**src/rtl/sharer_tracker_pkg.sv**
```systemverilog
package sharer_tracker_pkg;
  typedef enum logic [1:0] {
    OP_ADD  = 2'd0,
    OP_DROP = 2'd1,
    OP_WIPE = 2'd2,
    OP_LIST = 2'd3
  } trk_op_e;
endpackage

```
**src/rtl/sharer_slot_match.sv**
```systemverilog
// Compares a core index against every slot of one entry and finds the
// lowest free slot.
module sharer_slot_match #(
  parameter int K_SLOTS = 4,
  parameter int PTR_W   = 4,
  parameter int SLOT_W  = (K_SLOTS > 1) ? $clog2(K_SLOTS) : 1
) (
  input  logic [K_SLOTS-1:0][PTR_W-1:0] slot_ids,
  input  logic [K_SLOTS-1:0]            slot_vld,
  input  logic [PTR_W-1:0]              core,
  output logic [K_SLOTS-1:0]            hit_vec,
  output logic                          hit,
  output logic                          free_any,
  output logic [SLOT_W-1:0]             free_idx
);

  for (genvar s = 0; s < K_SLOTS; s++) begin : g_cmp
    assign hit_vec[s] = slot_vld[s] && (slot_ids[s] == core);
  end

  assign hit      = |hit_vec;
  assign free_any = ~&slot_vld;

  always_comb begin
    free_idx = '0;
    for (int i = K_SLOTS - 1; i >= 0; i--) begin
      if (!slot_vld[i]) free_idx = SLOT_W'(i);
    end
  end

endmodule

```
**src/rtl/sharer_target_mask.sv**
```systemverilog
// Expands an entry (pointer slots or saturation flag) into a per-core target
// mask, optionally removing the requester.
module sharer_target_mask #(
  parameter int N_CORES = 16,
  parameter int K_SLOTS = 4,
  parameter int PTR_W   = 4
) (
  input  logic [K_SLOTS-1:0][PTR_W-1:0] slot_ids,
  input  logic [K_SLOTS-1:0]            slot_vld,
  input  logic                          saturated,
  input  logic                          skip,
  input  logic [PTR_W-1:0]              requester,
  output logic [N_CORES-1:0]            mask
);

  for (genvar c = 0; c < N_CORES; c++) begin : g_core
    logic [K_SLOTS-1:0] slot_hit;
    for (genvar s = 0; s < K_SLOTS; s++) begin : g_slot
      assign slot_hit[s] = slot_vld[s] && (slot_ids[s] == PTR_W'(c));
    end
    assign mask[c] = (saturated || (|slot_hit)) &&
                     !(skip && (requester == PTR_W'(c)));
  end

endmodule

```
**src/rtl/sharer_enum_seq.sv**
```systemverilog
// Streams the set bits of a loaded mask lowest-first, then strobes done
// with the number of handshakes.
module sharer_enum_seq #(
  parameter int N_CORES = 16,
  parameter int PTR_W   = 4,
  parameter int CNT_W   = 5
) (
  input  logic               clk,
  input  logic               rst,
  input  logic               load,
  input  logic [N_CORES-1:0] load_mask,
  input  logic               tgt_ready,
  output logic               tgt_valid,
  output logic [PTR_W-1:0]   tgt_id,
  output logic               busy,
  output logic               done,
  output logic [CNT_W-1:0]   done_count
);

  logic [N_CORES-1:0] rem_q;
  logic [CNT_W-1:0]   cnt_q;
  logic [PTR_W-1:0]   pick;

  always_comb begin
    pick = '0;
    for (int i = N_CORES - 1; i >= 0; i--) begin
      if (rem_q[i]) pick = PTR_W'(i);
    end
  end

  assign tgt_valid = busy && (|rem_q);
  assign tgt_id    = pick;

  always_ff @(posedge clk) begin
    if (rst) begin
      busy       <= 1'b0;
      rem_q      <= '0;
      cnt_q      <= '0;
      done       <= 1'b0;
      done_count <= '0;
    end else begin
      done <= 1'b0;
      if (load) begin
        busy  <= 1'b1;
        rem_q <= load_mask;
        cnt_q <= '0;
      end else if (busy) begin
        if (rem_q == '0) begin
          busy       <= 1'b0;
          done       <= 1'b1;
          done_count <= cnt_q;
        end else if (tgt_ready) begin
          rem_q[pick] <= 1'b0;
          cnt_q       <= cnt_q + CNT_W'(1);
        end
      end
    end
  end

endmodule

```
**src/rtl/sharer_tracker.sv**
```systemverilog
module sharer_tracker
  import sharer_tracker_pkg::*;
#(
  parameter int  N_CORES   = 16,
  parameter int  K_SLOTS   = 4,
  parameter int  N_ENTRIES = 8,
  localparam int PTR_W     = (N_CORES > 1) ? $clog2(N_CORES) : 1,
  localparam int ENTRY_W   = (N_ENTRIES > 1) ? $clog2(N_ENTRIES) : 1,
  localparam int CNT_W     = $clog2(N_CORES + 1)
) (
  input  logic               clk,
  input  logic               rst,
  input  logic               cmd_valid,
  output logic               cmd_ready,
  input  logic [1:0]         cmd_op,
  input  logic [ENTRY_W-1:0] cmd_entry,
  input  logic [PTR_W-1:0]   cmd_core,
  input  logic               cmd_skip,
  output logic               tgt_valid,
  input  logic               tgt_ready,
  output logic [PTR_W-1:0]   tgt_id,
  output logic               done,
  output logic [CNT_W-1:0]   done_count
);

  localparam int SLOT_W = (K_SLOTS > 1) ? $clog2(K_SLOTS) : 1;

  logic [K_SLOTS-1:0][PTR_W-1:0] ids_q [N_ENTRIES];
  logic [K_SLOTS-1:0]            vld_q [N_ENTRIES];
  logic [N_ENTRIES-1:0]          sat_q;

  logic [K_SLOTS-1:0][PTR_W-1:0] cur_ids;
  logic [K_SLOTS-1:0]            cur_vld;
  logic                          cur_sat;
  logic [K_SLOTS-1:0]            hit_vec;
  logic                          hit;
  logic                          free_any;
  logic [SLOT_W-1:0]             free_idx;
  logic [N_CORES-1:0]            list_mask;
  logic                          seq_busy;
  logic                          fire;
  logic                          do_store;
  trk_op_e                       op;

  assign op        = trk_op_e'(cmd_op);
  assign cmd_ready = !seq_busy;
  assign fire      = cmd_valid && cmd_ready;
  assign cur_ids   = ids_q[cmd_entry];
  assign cur_vld   = vld_q[cmd_entry];
  assign cur_sat   = sat_q[cmd_entry];
  assign do_store  = fire && (op == OP_ADD) && !cur_sat && !hit && free_any;

  sharer_slot_match #(
    .K_SLOTS (K_SLOTS),
    .PTR_W   (PTR_W),
    .SLOT_W  (SLOT_W)
  ) match_i (
    .slot_ids (cur_ids),
    .slot_vld (cur_vld),
    .core     (cmd_core),
    .hit_vec  (hit_vec),
    .hit      (hit),
    .free_any (free_any),
    .free_idx (free_idx)
  );

  sharer_target_mask #(
    .N_CORES (N_CORES),
    .K_SLOTS (K_SLOTS),
    .PTR_W   (PTR_W)
  ) mask_i (
    .slot_ids  (cur_ids),
    .slot_vld  (cur_vld),
    .saturated (cur_sat),
    .skip      (cmd_skip),
    .requester (cmd_core),
    .mask      (list_mask)
  );

  sharer_enum_seq #(
    .N_CORES (N_CORES),
    .PTR_W   (PTR_W),
    .CNT_W   (CNT_W)
  ) seq_i (
    .clk        (clk),
    .rst        (rst),
    .load       (fire && (op == OP_LIST)),
    .load_mask  (list_mask),
    .tgt_ready  (tgt_ready),
    .tgt_valid  (tgt_valid),
    .tgt_id     (tgt_id),
    .busy       (seq_busy),
    .done       (done),
    .done_count (done_count)
  );

  // Pointer payload: no reset, one slot written per cycle.
  always_ff @(posedge clk) begin
    if (do_store) ids_q[cmd_entry][free_idx] <= cmd_core;
  end

  // Slot valid bits and saturation flags.
  always_ff @(posedge clk) begin
    if (rst) begin
      for (int e = 0; e < N_ENTRIES; e++) vld_q[e] <= '0;
      sat_q <= '0;
    end else if (fire) begin
      unique case (op)
        OP_ADD: begin
          if (!cur_sat && !hit) begin
            if (free_any) vld_q[cmd_entry][free_idx] <= 1'b1;
            else          sat_q[cmd_entry]           <= 1'b1;
          end
        end
        OP_DROP: vld_q[cmd_entry] <= cur_vld & ~hit_vec;
        OP_WIPE: begin
          vld_q[cmd_entry] <= '0;
          sat_q[cmd_entry] <= 1'b0;
        end
        default: ;
      endcase
    end
  end

endmodule

```
**config.mk**
```make
export PLATFORM = sky130hd
export DESIGN_NAME = sharer_tracker
export DESIGN_NICKNAME = d
export VERILOG_FILES = /design/src/rtl/sharer_tracker_pkg.sv /design/src/rtl/sharer_slot_match.sv /design/src/rtl/sharer_target_mask.sv /design/src/rtl/sharer_enum_seq.sv /design/src/rtl/sharer_tracker.sv
export SDC_FILE = /design/constraint.sdc
export NUM_CORES = 1
export LEC_CHECK = 0
export ABC_AREA = 1
export ABC_CLOCK_PERIOD_IN_PS = 3300
export BUFFER_PORTS_ARGS = -buffer_cell sky130_fd_sc_hd__buf_2
export CAP_MARGIN = 15
export CORE_MARGIN = 5
export CORE_UTILIZATION = 50
export DETAILED_ROUTE_END_ITERATION = 6
export PLACE_DENSITY = 0.69
export SLEW_MARGIN = 20
export SYNTH_ARGS = -nofsm -noshare
export SYNTH_HDL_FRONTEND = slang
export SYNTH_HIERARCHICAL = 1
export SYNTH_SLANG_ARGS = --single-unit
```
**constraint.sdc**
```tcl
create_clock -name clk -period 3.3 [get_ports clk]
set_input_delay 0.495 -clock clk [delete_from_list [all_inputs] [get_ports clk]]
set_output_delay 0.495 -clock clk [all_outputs]
set_load 0.02 [all_outputs]
```
==> impl.org <==
** GRT
- Wire length of the first global-routing pass :: 42.9 mm
- Number of antenna violations at the first check in global routing :: 0
- Vias in the first global route :: 8033
- In the global route stage, overall resource usage came out at 0.233.
- Sum of overflow across all layers after global routing :: 0
- Entering global routing, the biggest net connects 42 pins.

** Job
- Max-cap violations in this run came to 0.

** Clock tree
- The longest clock path from root to sink contains 2 buffers.
- Clock net sink count :: 196
- Number of buffers added by the clock tree synthesis step :: 17
- For this design, the CTS-stage hold fixing added 0 buffers.
- Root cell of the clock tree :: clkbuf_16
- TritonCTS built the clock tree.
- Insertion delay of the later-clocked pin in the worst-skew pair :: 440 ps
- Clock input transition at the sequential cells of the worst setup and hold paths :: 70 ps
- In this run the number of H-tree levels came out at 4.

** Timing
- Relative slew margins :: 0.601
- Achievable clock frequency :: 0.316 GHz
- Min Hold Slack :: 430 ps
- The number of pins with negative max-slew slack in the final report was 0.
- Of the available clock period, the critical path in the final layout requires 0.960.
- Final-report hold violation count :: 0
- Clock skew on the completed layout was measured at 12.1 ps.
- At the pin with the least slew margin, the transition time is 598 ps.
- Setup violations remaining at the end of the flow were counted as 0.
- Final WS setup :: 131 ps
- Final critical-path required period :: 3170 ps

** Power and ir drop
- Sw frac :: 0.285
- Sequential fraction of design power :: 0.474
- The analysis attributes to net switching a power of 1630 uW.
- Power per Cell Area :: 465 mW/mm^2
- Internal cell power :: 4090 uW
- VDD sags by at most 401 uV.
- Gate power share :: 0.149
- Summed over all cells, the static leakage comes to 0.00530 uW.
- Of the total power, the clock network draws 0.377.

** Placed design
- Routability-driven placement finished with a final weighted congestion of 0.940.
- Prior to clock tree synthesis, the placed netlist has a worst setup slack of -406 ps.
- Placed Instances :: 1576
- Port Buffers :: 25
- Area post-placement :: 0.0116 sq mm
- Detailed placement finished with a half-perimeter wire length of 19.8 mm.

** Detailed routing
- Total routed wirelength :: 27.2 mm
- In the detailed route, the total length drawn on met3 is 1.86 mm.
- Summed over all nets, wire length on met2 after detailed routing comes to 12.9 mm.
- The detailed router used layers up to and including met4.
- Number of vias after detailed routing :: 8643
- For this block, wires on met1 add up to 11.9 mm.
- In this run the remaining antenna-violating nets after routing total 0.
- After the first detailed-routing iteration, the DRC count stood at 877.
- Detail-routed via count per cell :: 5.36
- Before antenna repair, the detailed router went through 6 iterations.
- After detailed routing, the number of remaining DRC violations is 0.
- Dividing the detail-routed wire length by the instance count gives 16.9 um.

** Yosys
- Proportion of synthesized flip-flops having asynchronous set or reset :: 0
- Number of library cell types mapped by synthesis :: 45
- Yosys printed 6 warnings.
- Synthesis produced a netlist whose cell count is 1180.
- Total nets after synthesis :: 1195
- In this run, synthesis produced a sequential element count of 196.
- Counting flops with a built-in enable in the synthesized netlist gives 160.
- Sequential element share of the synthesized area :: 0.544
- The synthesized netlist occupies a cell area of 0.0102 sq mm.
- After synthesis, the mean cell area works out to 8.61 sq um.
- Main synth FF type :: edfxtp_1

** Worst setup path
- Kind of capture point of the worst setup path :: flip-flop
- Along the worst path, the maximum fanout reaches 10.
- On the critical path, the stage with the largest delay is an instance of a22oi_1.
- Data on the critical path is required at its endpoint by 3460 ps.
- Longest individual stage delay on the worst path :: 230 ps
- For the worst setup path, the data arrival time is 3330 ps.
- Startpoint-to-endpoint class of the critical path :: input pin to flip-flop
- The worst setup path is launched from an input pin.

** Cells and area
- P&R area growth vs syn :: 21.2%
- Leaving out filler cells and counting taps, the final layout contains 1611.
- Filler cells :: 1684
- Count of nets after finishing :: 1343
- Fraction of layout cells with a size suffix above 1 :: 0.224
- The repair_antennas step left the layout with diodes totalling 0.
- Final instance area :: 0.0123 sq mm

** Floorplan
- The floorplan step defined a die boundary enclosing 0.0233 sq mm.
- 26 I/O pins were placed.
- The die is 153 um tall.
- Core Rows :: 52
- Horizontal extent of the die :: 153 um
- The initial utilization of the core area, before any placement, comes to 0.505.
- Floorplan Core Area :: 0.0201 sq mm

** Status
- The flow ran to the end, and the final reports show no timing, DRC or antenna violations.

** Worst hold path
- Classification of the worst-slack hold path :: input pin to flip-flop
[layer usage]
| metal | track usage | vias up |
|---|---|---|
| met4 | 0.0611 | 0 |
| met1 | 0.322 | 4065 |
| met5 | 0 | - |
| met2 | 0.380 | 329 |
| met3 | 0.0474 | 49 |
| li1 | - | 4200 |
[worst max-delay path: cells and delay by family]
| kind | cells | cell delay, ps |
|---|---|---|
| compound gates | 1 | 230 |
| buf+inv | 10 | 1290 |
| simple gates | 14 | 1300 |
[stage by stage]
stage | util | total power [uW] | setup TNS (ps)
after floorplan | - | 3260 | 0
after global placement | 0.577 | 3590 | -46490
after detailed placement | 0.577 | 3600 | -49630
after CTS | 0.608 | 5720 | 0
after global routing | 0.612 | 5950 | -607
final | 0.612 | 5730 | 0
[cell families (layout without fill, tap and decap cells)]
logic type	count (synthesis)	in the layout	synth area share
compound gates	97	97	0.0703
xor+xnor	4	4	0.00345
flops	196	196	0.544
buf+inv	171	332	0.0670
simple gates	711	711	0.314
fa+ha+maj	1	1	0.00123
[registers in the layout (all words and copies together), names as in the netlist, named ones only]
signal            flops
seq_i/rem_q          16
vld_q                32
seq_i/busy            1
seq_i/cnt_q           5
seq_i/done_count      5
ids_q               128
seq_i/done            1
[layout make-up]
type / instances / area, sq um / share of cell area
Clock buffer: 17 / 425 / 0.0346
Clock inverter: 15 / 204 / 0.0166
Inverter: 136 / 523 / 0.0425
Multi-Input combinational cell: 813 / 4010 / 0.326
Sequential cell: 196 / 5530 / 0.449
Tap cell: 270 / 338 / 0.0275
Timing Repair Buffer: 164 / 1280 / 0.104
[placed cells by master (no fill, tap or decap), types with 5 or more instances in the layout]
| master | instances |
|---|---|
| inv_1 | 111 |
| o22ai_1 | 7 |
| nor2_4 | 7 |
| nor2_2 | 25 |
| nor2_1 | 169 |
| buf_12 | 9 |
| nand2_4 | 10 |
| nand2_2 | 8 |
| nand3_1 | 82 |
| nand3_2 | 5 |
| a211oi_1 | 5 |
| clkbuf_16 | 17 |
| a21oi_2 | 8 |
| o21ai_0 | 7 |
| clkinv_8 | 5 |
| buf_2 | 25 |
| dfxtp_1 | 36 |
| nor3_1 | 8 |
| a221oi_1 | 9 |
| a22oi_1 | 21 |
| a21oi_1 | 21 |
| inv_2 | 20 |
| buf_4 | 130 |
| nand4_1 | 35 |
| nand2_1 | 349 |
| edfxtp_1 | 160 |
[cells in the mapped netlist (5+ instances only)]
| master | count | area (sq um) |
|---|---|---|
| nand2_1 | 352 | 1320 |
| nor2_1 | 175 | 657 |
| edfxtp_1 | 160 | 4800 |
| inv_1 | 111 | 417 |
| nand3_1 | 82 | 410 |
| dfxtp_1 | 36 | 721 |
| nand4_1 | 35 | 219 |
| a21oi_1 | 21 | 105 |
| a22oi_1 | 21 | 158 |
| inv_2 | 21 | 78.8 |
| nor2_2 | 19 | 119 |
| clkbuf_1 | 18 | 67.6 |
| a221oi_1 | 11 | 96.3 |
| buf_2 | 10 | 50.1 |
| nand2_4 | 10 | 113 |
| a21oi_2 | 8 | 70.1 |
| nand3_2 | 8 | 80.1 |
| nor3_1 | 8 | 40.0 |
| nor2_4 | 7 | 78.8 |
| o21ai_0 | 7 | 35.0 |
| o22ai_1 | 7 | 43.8 |
| a211oi_1 | 5 | 37.5 |
| nand2_2 | 5 | 31.3 |
[repair_timing]
item,4_1_cts,5_1_grt
resized for setup,0,12
setup buffers,0,3
hold endpoints to repair,0,0
setup endpoints to repair,0,128
[final timing paths]
path	from	endpoint	slack [ps]	cells past startpoint
min reg2reg	seq_i/done_count[2]$_SDFFE_PP0P_	seq_i/done_count[2]$_SDFFE_PP0P_	460	2
max reg2reg	ids_q[0][9]$_DFFE_PP_	ids_q[4][7]$_DFFE_PP_	440	20
min	tgt_ready	seq_i/cnt_q[0]$_SDFFE_PP0P_	430	3
max	cmd_entry[2]	ids_q[4][7]$_DFFE_PP_	130	25
[power by group through the flow]
stage                     logic (uW)  clock network [uW]  registers, uW
final                            855                2160           2710
after global routing             933                2300           2710
after CTS                        834                2170           2710
after detailed placement         829                   0           2770
after global placement           823                   0           2770
after floorplan                  494                   0           2770
Note: power is estimated with default switching activity, not from simulation.
